### src/rtl/irq_req_pkg.sv
package irq_req_pkg;

   typedef enum logic [0:0] {
      HS_IDLE = 1'b0,
      HS_WAIT = 1'b1
   } hs_state_e;

   // Number of vector-index bits usable for a grant code, capped at max_log.
   function automatic int grant_log_f(input int code, input int max_log);
      return (code > max_log) ? max_log : code;
   endfunction

endpackage

### src/rtl/irq_pend_bank.sv
module irq_pend_bank #(
   parameter int NUM_SRC = 32
) (
   input  logic               clk,
   input  logic               rst_n,
   input  logic [NUM_SRC-1:0] set_i,
   input  logic [NUM_SRC-1:0] clr_i,
   output logic [NUM_SRC-1:0] pend_o
);

   for (genvar g = 0; g < NUM_SRC; g++) begin : g_bit
      logic flag_q;

      // A new pulse wins over a clear in the same cycle: it is a fresh event.
      always_ff @(posedge clk) begin
         if (!rst_n) flag_q <= 1'b0;
         else        flag_q <= (flag_q & ~clr_i[g]) | set_i[g];
      end

      assign pend_o[g] = flag_q;

      assert_clear_on_accept_R7 : assert property (@(posedge clk) disable iff (!rst_n)
         $fell(pend_o[g]) |-> $past(clr_i[g]));

      assert_merge_keeps_R8 : assert property (@(posedge clk) disable iff (!rst_n)
         (pend_o[g] && !clr_i[g]) |=> pend_o[g]);
   end

endmodule

### src/rtl/irq_lowest_pick.sv
module irq_lowest_pick #(
   parameter int NUM_SRC = 32,
   localparam int IW     = $clog2(NUM_SRC)
) (
   input  logic [NUM_SRC-1:0] req_i,
   output logic               any_o,
   output logic [IW-1:0]      idx_o
);

   always_comb begin
      any_o = 1'b0;
      idx_o = '0;
      for (int i = NUM_SRC - 1; i >= 0; i--) begin
         if (req_i[i]) begin
            any_o = 1'b1;
            idx_o = IW'(i);
         end
      end
   end

endmodule

### src/rtl/irq_vec_fold.sv
module irq_vec_fold #(
   parameter int NUM_SRC = 32,
   parameter int VEC_W   = 8,
   parameter int GRANT_W = 3,
   localparam int IW     = $clog2(NUM_SRC)
) (
   input  logic [IW-1:0]      idx_i,
   input  logic [GRANT_W-1:0] code_i,
   input  logic               msi_i,
   output logic [VEC_W-1:0]   vec_o
);

   logic [IW-1:0] mask;
   logic [IW-1:0] folded;

   // Bit b of the mask is kept once the granted count exceeds 2^b.
   for (genvar b = 0; b < IW; b++) begin : g_mask
      assign mask[b] = (int'(code_i) > b);
   end

   assign folded = msi_i ? (idx_i & mask) : '0;

   if (VEC_W == IW) begin : g_same
      assign vec_o = folded;
   end else begin : g_ext
      assign vec_o = {{(VEC_W - IW){1'b0}}, folded};
   end

endmodule

### src/rtl/irq_hs_ctrl.sv
module irq_hs_ctrl
   import irq_req_pkg::*;
#(
   parameter int NUM_SRC = 32,
   parameter int VEC_W   = 8,
   localparam int IW     = $clog2(NUM_SRC)
) (
   input  logic               clk,
   input  logic               rst_n,
   input  logic               any_i,
   input  logic [IW-1:0]      idx_i,
   input  logic [VEC_W-1:0]   vec_i,
   input  logic               msi_i,
   input  logic               rdy_n_i,
   output logic               req_n_o,
   output logic [VEC_W-1:0]   vec_o,
   output logic               leg_o,
   output logic [IW-1:0]      sel_o,
   output logic [NUM_SRC-1:0] clr_o
);

   hs_state_e state_q;

   always_ff @(posedge clk) begin
      if (!rst_n) begin
         state_q <= HS_IDLE;
         req_n_o <= 1'b1;
         vec_o   <= '0;
         leg_o   <= 1'b0;
         sel_o   <= '0;
      end else begin
         unique case (state_q)
            HS_IDLE: begin
               if (any_i) begin
                  state_q <= HS_WAIT;
                  req_n_o <= 1'b0;
                  sel_o   <= idx_i;
                  vec_o   <= vec_i;
                  leg_o   <= ~msi_i;
               end
            end
            HS_WAIT: begin
               if (!rdy_n_i) begin
                  state_q <= HS_IDLE;
                  req_n_o <= 1'b1;
               end
            end
            default: state_q <= HS_IDLE;
         endcase
      end
   end

   always_comb begin
      clr_o = '0;
      if (state_q == HS_WAIT && !rdy_n_i) clr_o[sel_o] = 1'b1;
   end

   assert_hold_until_ready_R6 : assert property (@(posedge clk) disable iff (!rst_n)
      (!req_n_o && rdy_n_i) |=> (!req_n_o && $stable(vec_o) && $stable(leg_o)));

   assert_release_after_accept_R7 : assert property (@(posedge clk) disable iff (!rst_n)
      (!req_n_o && !rdy_n_i) |=> req_n_o);

   assert_legacy_vec_zero_R10 : assert property (@(posedge clk) disable iff (!rst_n)
      (!req_n_o && leg_o) |-> (vec_o == '0));

endmodule

### src/rtl/msi_irq_req.sv
module msi_irq_req
   import irq_req_pkg::*;
#(
   parameter int NUM_SRC = 32,
   parameter int VEC_W   = 8,
   parameter int GRANT_W = 3
) (
   input  logic               clk,
   input  logic               rst_n,
   input  logic [NUM_SRC-1:0] src_pulse_i,
   input  logic               msi_en_i,
   input  logic [GRANT_W-1:0] grant_code_i,
   input  logic               ep_rdy_n_i,
   output logic               ep_req_n_o,
   output logic [VEC_W-1:0]   ep_vec_o,
   output logic               legacy_o
);

   localparam int IW = $clog2(NUM_SRC);

   if (NUM_SRC < 2 || NUM_SRC > 32) begin : g_bad_src
      $error("msi_irq_req: NUM_SRC must lie in 2..32");
   end
   if (VEC_W < IW) begin : g_bad_vec
      $error("msi_irq_req: VEC_W too narrow for source index");
   end
   if (GRANT_W < 3) begin : g_bad_grant
      $error("msi_irq_req: GRANT_W must be at least 3");
   end

   logic [NUM_SRC-1:0] pend_w;
   logic [NUM_SRC-1:0] clr_w;
   logic               any_w;
   logic [IW-1:0]      pick_w;
   logic [IW-1:0]      sel_w;
   logic [VEC_W-1:0]   fold_w;

   irq_pend_bank #(.NUM_SRC(NUM_SRC)) pend_i (
      .clk    (clk),
      .rst_n  (rst_n),
      .set_i  (src_pulse_i),
      .clr_i  (clr_w),
      .pend_o (pend_w)
   );

   irq_lowest_pick #(.NUM_SRC(NUM_SRC)) pick_i (
      .req_i (pend_w),
      .any_o (any_w),
      .idx_o (pick_w)
   );

   irq_vec_fold #(.NUM_SRC(NUM_SRC), .VEC_W(VEC_W), .GRANT_W(GRANT_W)) fold_i (
      .idx_i  (pick_w),
      .code_i (grant_code_i),
      .msi_i  (msi_en_i),
      .vec_o  (fold_w)
   );

   irq_hs_ctrl #(.NUM_SRC(NUM_SRC), .VEC_W(VEC_W)) ctrl_i (
      .clk     (clk),
      .rst_n   (rst_n),
      .any_i   (any_w),
      .idx_i   (pick_w),
      .vec_i   (fold_w),
      .msi_i   (msi_en_i),
      .rdy_n_i (ep_rdy_n_i),
      .req_n_o (ep_req_n_o),
      .vec_o   (ep_vec_o),
      .leg_o   (legacy_o),
      .sel_o   (sel_w),
      .clr_o   (clr_w)
   );

   assert_vec_in_range_R4 : assert property (@(posedge clk) disable iff (!rst_n)
      ($fell(ep_req_n_o) && !legacy_o) |->
         ((int'(ep_vec_o) >> grant_log_f(int'($past(grant_code_i)), IW)) == 0));

   assert_lowest_first_R3 : assert property (@(posedge clk) disable iff (!rst_n)
      $fell(ep_req_n_o) |->
         ((($past(pend_w) & ((NUM_SRC'(1) << sel_w) - NUM_SRC'(1))) == '0) &&
          (($past(pend_w) & (NUM_SRC'(1) << sel_w)) != '0)));

endmodule

### config.mk
export PLATFORM = sky130hd
export DESIGN_NAME = msi_irq_req
export DESIGN_NICKNAME = d
export VERILOG_FILES = /design/src/rtl/irq_req_pkg.sv /design/src/rtl/irq_pend_bank.sv /design/src/rtl/irq_lowest_pick.sv /design/src/rtl/irq_vec_fold.sv /design/src/rtl/irq_hs_ctrl.sv /design/src/rtl/msi_irq_req.sv
export SDC_FILE = /design/constraint.sdc
export NUM_CORES = 1
export LEC_CHECK = 0
export BUFFER_PORTS_ARGS = -buffer_cell sky130_fd_sc_hd__buf_2
export CORE_MARGIN = 3
export CORE_UTILIZATION = 45
export DETAILED_ROUTE_END_ITERATION = 8
export GPL_TIMING_DRIVEN = 0
export HOLD_SLACK_MARGIN = 0.05
export MAX_ROUTING_LAYER = met4
export PLACE_DENSITY = 0.76
export SYNTH_ARGS = -nofsm -noshare
export SYNTH_HDL_FRONTEND = slang
export SYNTH_HIERARCHICAL = 1
export SYNTH_SLANG_ARGS = --single-unit
### constraint.sdc
create_clock -name clk -period 4.8 [get_ports clk]
set_input_delay 0.24 -clock clk [delete_from_list [all_inputs] [get_ports clk]]
set_output_delay 0.24 -clock clk [all_outputs]
set_load 0.05 [all_outputs]
==> results of run 1 <==
==> final timing paths <==
| check | end | slack [ps] | cells past startpoint |
|---|---|---|---|
| worst max-delay path | ctrl_i/state_q | 2580 | 9 |
| worst min-delay path | pend_i/g_bit[2].flag_q | 130 | 2 |
| worst max register to register | ctrl_i/state_q | 2580 | 9 |
| worst min register to register | ctrl_i/vec_o[3] | 460 | 2 |
==> kinds of logic after synthesis <==
group	share of synthesized area, %
other	0.141
AO/OA/AOI/OAI	16.8
flip-flops	36.0
buffers and inverters	13.3
AND/OR/NAND/NOR	28.9
multiplexers	4.88
==> final cells by class <==
type / instances / area (sq um) / share of cell area, %
Clock inverter: 3 / 46.3 / 1.48
Clock buffer: 5 / 68.8 / 2.21
Tap cell: 72 / 90.1 / 2.89
Timing Repair Buffer: 48 / 240 / 7.70
Buffer: 46 / 333 / 10.7
Sequential cell: 48 / 961 / 30.8
Multi-Input combinational cell: 224 / 1360 / 43.5
Inverter: 6 / 22.5 / 0.722
==> layout by cell type (no fill, tap or decap), types with 3 or more instances in the layout <==
cell type,Yosys,layout
a21oi_1,8,8
buf_2,2,50
buf_4,36,36
buf_6,3,3
clkbuf_1,5,5
clkbuf_8,0,5
conb_1,1,3
dfxtp_1,48,48
inv_1,6,6
mux2i_1,13,13
nand2_1,30,30
nand3_1,3,3
nand3b_1,5,5
nor2_1,46,46
nor2b_1,34,34
nor3_1,6,6
nor4_1,5,5
o21a_1,34,34
o21ai_0,3,3
or3b_2,3,3
==> power by group <==
group / internal, mW / switching (mW)
Clock: 0.157 / 0.149
Combinational: 0.0899 / 0.0909
Sequential: 0.425 / 0.0160
==> routing by layer <==
metal | vias up | track usage [%] | wire length, um | part of all wire (%)
li1 | 1171 | - | - | -
met1 | 1052 | 23.1 | 2830 | 47
met2 | 48 | 30.3 | 2890 | 48
met3 | 8 | 3.67 | 254 | 4.2
met4 | 0 | 6.84 | 88 | 1.5
met5 | - | - | 0 | 0
==> registers in the layout (all words and copies together), names as in the netlist <==
register,count
pend_i/g_bit.flag_q,32
ctrl_i/vec_o,8
ctrl_i/sel_o,5
ctrl_i/leg_o,1
ctrl_i/req_n_o,1
ctrl_i/state_q,1
==> per-stage QoR <==
| step | utilization, % | instance area (sq um) | cells | worst slack (ps) |
|---|---|---|---|---|
| 2_1_floorplan | - | 2670 | 324 | 2800 |
| 3_3_place_gp | 53.6 | 3000 | 444 | 2620 |
| 3_5_place_dp | 53.6 | 3000 | 444 | 2590 |
| 4_1_cts | 55.6 | 3120 | 452 | 2570 |
| 5_1_grt | 55.6 | 3120 | 452 | 2350 |
| 6_report | 55.6 | 3120 | 452 | 2580 |
==> impl_results.md, run 1 <==
* RSZ-0062 raised after global routing: false
* CP arrival at 2440 ps
* Count of buffer and inverter cells on the critical path at 3
* Outcome: complete, no violations
* Max H-tree Level at 2
* RR Startpoint: pend_i/g_bit[24].flag_q
* Overall global routing resource usage at 18.7%
* Worst-skew pair later-pin latency at 310 ps
* Setup violators final at 0
* EDFF count, synth at 0
* Most used cell, CP: buf_4
* FILL cells at 574
* WL final at 6060 um
* Total core area at 0.00561 sq mm
* Mean routed wirelength per cell at 13.4 um
* Mapped Avg Cell Area at 8.28 sq um
* CTS resizes at 0
* Dominant synthesized flop cell: dfxtp_1
* Critical Path RT at 5010 ps
* Routability cong. at 0.881
* CTS buffer count at 5
* DRC at 0
* Layout cell share with drive strength beyond 1 at 27.6%
* Synth area leader: dfxtp_1
* Tmin final at 2220 ps
* I/O pins at 49
* Vias in the first global route at 2173
* Area fraction of the dominant cell type after synthesis at 36.0%
* Seq cells post-synth at 48
* Crit. End Element: flop
* Nets@finish at 418
* YS warnings at 6
* Die footprint at 0.00688 sq mm
* Post-CTS Hold Buffers at 0
* Count leader, synth: dfxtp_1
* VDD IR max at 0.000133 V
* ANT nets after route at 0
* Power per cell area at 298 mW/mm^2
* Pins Over Slew Limit at 0
* Worst-path maximum fanout at 10
* Slew at the pin with the worst max-slew slack at 581 ps
* Clock buffer depth at 2
* Area growth, synth to finish at 17.0%
* Maximum clock rate at 450 MHz
* Drt first pass iters at 7
* Sequential share of the synthesized area at 36.0%
* Largest stage delay, worst path at 360 ps
* Via density per instance at 5.04
* DIE WIDTH at 83.0 um
* Pin count of the biggest net entering global routing at 17
* Post-CTS Repair Setup Buffers at 0
* CTS clock-pin slew for the worst setup and hold paths at 100 ps
* Synth top cells by count: dfxtp_1, nor2_1, buf_4
* CP top delay family: simple AND/OR/NAND/NOR gates
* Clock Tree Root: clkbuf_8
* Clock tree sinks at 48
* GRT overflow at 0
* CTS tree: done
* Number of port buffers at 48
* Startpoint types: flop
* CP Launch Point: pend_i/g_bit[24].flag_q
* Final Total Pwr at 928 uW
* Top post-synthesis cells by area: dfxtp_1, buf_4, o21a_1
* Setup CP Type: flop to flop
* Site Rows at 27
* Lkg Pwr at 1.38 nW
* Max-Cap Viols at 0
* Initial Utilization at 47.5%
* Rel. slew slack at 61.1%
* Asr flop ratio synth at 0%
* Cell variety after synth at 43
* Final hold viol count at 0
* First-pass GRT wire length at 10300 um
* Initial drt markers at 127
* Post-Synthesis Cells at 322
* Post-Syn Area at 0.00267 sq mm
* Antenna Cells at 0
* CP max stage cell: nor4_1
* Dpl hpwl at 4470 um
* Setup Total Neg Slack at 0 ps
* Die Ht at 83.0 um
* Initial antenna violation count at 0
* Detailed-route via count at 2279
* Skew final at 9.55 ps
* Fin Hold WS at 126 ps
* Critical path, cell by cell: buf_4, nor4_1, nand3_1, nor3_1, nand3b_1, nor2b_1, buf_2, buf_4, o21a_1
* Crit share post-route at 46.3%
* Hold_sp: src_pulse_i[2]
* Hold Crit Class: input port to flop
Power figures use the tool's default switching activity.
==> run 2, diff against run 1 <==
Settings changed: PLACE_DENSITY 0.76 to 0.78.
Clock period 4.8 ns to 2 ns, I/O delays scaled along.
==> run 2 against run 1 <==
Net effect: maximum frequency rose by 16%; die area did not move; clock skew barely moved; register-to-register slack got worse by 2500 ps; global-route usage rose by 0.32 points; via count rose by 6.6%; final area rose by 12%; final cell count rose by 6.6%; clock power rose by 91%; first-iteration DRC count rose by 6.3%; hold slack got worse by 11 ps.
==> impl_results.md, run 2 (synthesized netlist as in run 1, its figures left out) <==
* Clock tree sinks at 48 (unchanged)
* Commonest non-fill, non-tap cells in the layout: buf_2, nor2_1, dfxtp_1, o21a_1 (was buf_2, dfxtp_1, nor2_1, buf_4)
* Initial drt markers at 135 (was 127)
* Layout cell share with drive strength beyond 1 at 30.0% (was 27.6%)
* Site Rows at 27 (unchanged)
* Max H-tree Level at 2 (unchanged)
* DIE WIDTH at 83.0 um (unchanged)
* Max reg flops at 32 (unchanged)
* Worst-skew pair later-pin latency at 300 ps (was 310 ps)
* Post-place setup slack at -247 ps (was 2590 ps)
* Die Ht at 83.0 um (unchanged)
* Power per cell area at 613 mW/mm^2 (was 298 mW/mm^2)
* Nets@finish at 448 (was 418)
* Detailed-route via count at 2430 (was 2279)
* Outcome: complete, no violations (unchanged)
* Comb power frac at 22.9% (was 19.5%)
* ANT nets after route at 0 (unchanged)
* CTS tree: done (unchanged)
* Initial antenna violation count at 0 (unchanged)
* Setup CP Type: flop to flop (unchanged)
* Sequential share of power at 49.9% (was 47.5%)
* Crit share post-route at 96.1% (was 46.3%)
* Hold_sp: rst_n (was src_pulse_i[2])
* Worst Reg-to-Reg Cells at 9 (unchanged)
* Vias in the first global route at 2342 (was 2173)
* RSZ-0062 raised after global routing: true (was false)
* Pin count of the biggest net entering global routing at 17 (unchanged)
* I/O pins at 49 (unchanged)
* RR Startpoint: pend_i/g_bit[22].flag_q (was pend_i/g_bit[24].flag_q)
* Rel. slew slack at 65.6% (was 61.1%)
* GRT overflow at 0 (unchanged)
* Die footprint at 0.00688 sq mm (unchanged)
* Skew final at 9.53 ps (was 9.55 ps)
* Clock Tree Root: clkbuf_8 (unchanged)
* Hold Crit Class: input port to flop (unchanged)
* Fin Hold WS at 115 ps (was 126 ps)
* FILL cells at 499 (was 574)
* Hold Path End: pend_i/g_bit[31].flag_q (was pend_i/g_bit[2].flag_q)
* Pins Over Slew Limit at 0 (unchanged)
* Mean routed wirelength per cell at 13.4 um (about the same)
* Max-Cap Viols at 0 (unchanged)
* Area growth, synth to finish at 31.5% (was 17.0%)
* CTS clock-pin slew for the worst setup and hold paths at 90 ps (was 100 ps)
* Largest reg by FF count: pend_i/g_bit.flag_q (unchanged)
* R2R Setup Slk at 80 ps (was 2580 ps)
* Area of the multi-input gates at 0.00144 sq mm (was 0.00136 sq mm)
* Antenna Cells at 0 (unchanged)
* First-pass GRT wire length at 10600 um (was 10300 um)
* Setup ws final at 77.3 ps (was 2580 ps)
* Routability cong. at 0.897 (was 0.881)
* Overall global routing resource usage at 19.0% (was 18.7%)
* Lkg Pwr at 1.52 nW (was 1.38 nW)
* Cell Area, Placed at 0.00301 sq mm (was 0.00300 sq mm)
* Switch share at 28.8% (was 27.6%)
* DRC at 0 (unchanged)
* Number of port buffers at 48 (unchanged)
* Setup violators final at 0 (unchanged)
* Clock power frac at 27.2% (was 33.0%)
* CP Launch Point: pend_i/g_bit[22].flag_q (was pend_i/g_bit[24].flag_q)
* Commonest non-fill, non-tap cell in the layout: buf_2 (unchanged)
* VDD IR max at 0.000372 V (was 0.000133 V)
* Hold path depth at 2 (unchanged)
* Cell area after layout at 0.00351 sq mm (was 0.00312 sq mm)
* Tmin final at 1920 ps (was 2220 ps)
* WL final at 6470 um (was 6060 um)
* Cell Count, Final, Fillers Out at 482 (was 452)
* Startpoint types: flop (unchanged)
* Internal at 1.53 mW (was 672 uW)
* Slew at the pin with the worst max-slew slack at 503 ps (was 581 ps)
* Net Sw Power at 619 uW (was 256 uW)
* Dpl hpwl at 4460 um (was 4470 um)
* Via density per instance at 5.04 (about the same)
* Final hold viol count at 0 (unchanged)
* Clock buffer depth at 2 (unchanged)
* Drt first pass iters at 5 (was 7)
* Maximum clock rate at 520 MHz (was 450 MHz)
* Setup Total Neg Slack at 0 ps (unchanged)
* Initial Utilization at 47.5% (unchanged)
* Total core area at 0.00561 sq mm (unchanged)
* Worst-path maximum fanout at 3 (was 10)
* Regs by FF count: pend_i/g_bit.flag_q (32), ctrl_i/vec_o (8), ctrl_i/sel_o (5) (unchanged)
* Critical Path RT at 2260 ps (was 5010 ps)
* CTS buffer count at 5 (unchanged)
* CP arrival at 2180 ps (was 2440 ps)
* Dpl cells at 444 (unchanged)
* R2R Path End: ctrl_i/leg_o (was ctrl_i/state_q)
* Crit. End Element: flop (unchanged)
* Register area at 972 sq um (was 961 sq um)
## run 2: cell types whose count changed in the layout (fill, tap and decap cells not counted), moves of 2 or more
cell	before	now
nor3_1	6	4
buf_4	36	33
dfxtp_1	48	39
dlygate4sd3_1	0	32
nor4_1	5	3
buf_6	3	5
dfxtp_2	0	9
## run 2: final cells by class
| cell class | count | area share (%) |
|---|---|---|
| Inverter | 6 | 0.642 |
| Clock inverter | 3 | 0.678 |
| Sequential cell | 48 | 27.7 |
| Timing Repair Buffer | 87 | 17.5 |
| Clock buffer | 5 | 1.96 |
| Tap cell | 72 | 2.57 |
| Buffer | 37 | 7.85 |
| Multi-Input combinational cell | 224 | 41.1 |
## run 2: layer usage
layer  track usage [%]  vias to the layer above  share of wire [%]
met2              32.8                       55                 50
met1              22.7                     1137                 46
li1                  -                     1233                  -
met4              5.50                        0               0.87
met3              3.47                        5                3.6
met5                 -                        -                  0
## run 2: power groups by stage
stage | Clock, mW | Sequential [mW] | Combinational (mW)
after floorplan | 0 | 1.11 | 0.289
after global placement | 0 | 1.08 | 0.423
after detailed placement | 0 | 1.08 | 0.432
after CTS | 0.600 | 1.06 | 0.496
after global routing | 0.642 | 1.08 | 0.533
final | 0.584 | 1.07 | 0.492
## run 2: critical path: stages, from the launching register on
cell      delay [ps]
dfxtp_2          340
buf_6            110
or4_4            520
nor3_4           150
nand3b_1         160
buf_4            170
buf_4            120
buf_4            120
nand3b_1          70
o211a_1          140
## run 2: worst max path at each step
stage | to | slack (ps) | cells past startpoint
2_1_floorplan | ctrl_i/state_q | 40 | 9
3_3_place_gp | ctrl_i/state_q | -180 | 9
3_5_place_dp | ctrl_i/state_q | -250 | 9
4_1_cts | ctrl_i/vec_o[0] | 1 | 9
5_1_grt | ctrl_i/vec_o[4] | -40 | 7
6_report | ctrl_i/leg_o | 80 | 9
## run 2: per-stage QoR
stage	utilization [%]	power [mW]
2_1_floorplan	-	1.40
3_3_place_gp	53.7	1.50
3_5_place_dp	53.7	1.51
4_1_cts	62.3	2.16
5_1_grt	62.5	2.26
6_report	62.5	2.15
## run 2: repair_timing
action,in CTS,in global routing
buffers inserted,5,2
gates resized for setup,10,15
pin swaps,9,17
setup endpoints to repair,12,16
hold endpoints to repair,32,0
hold buffers,32,0
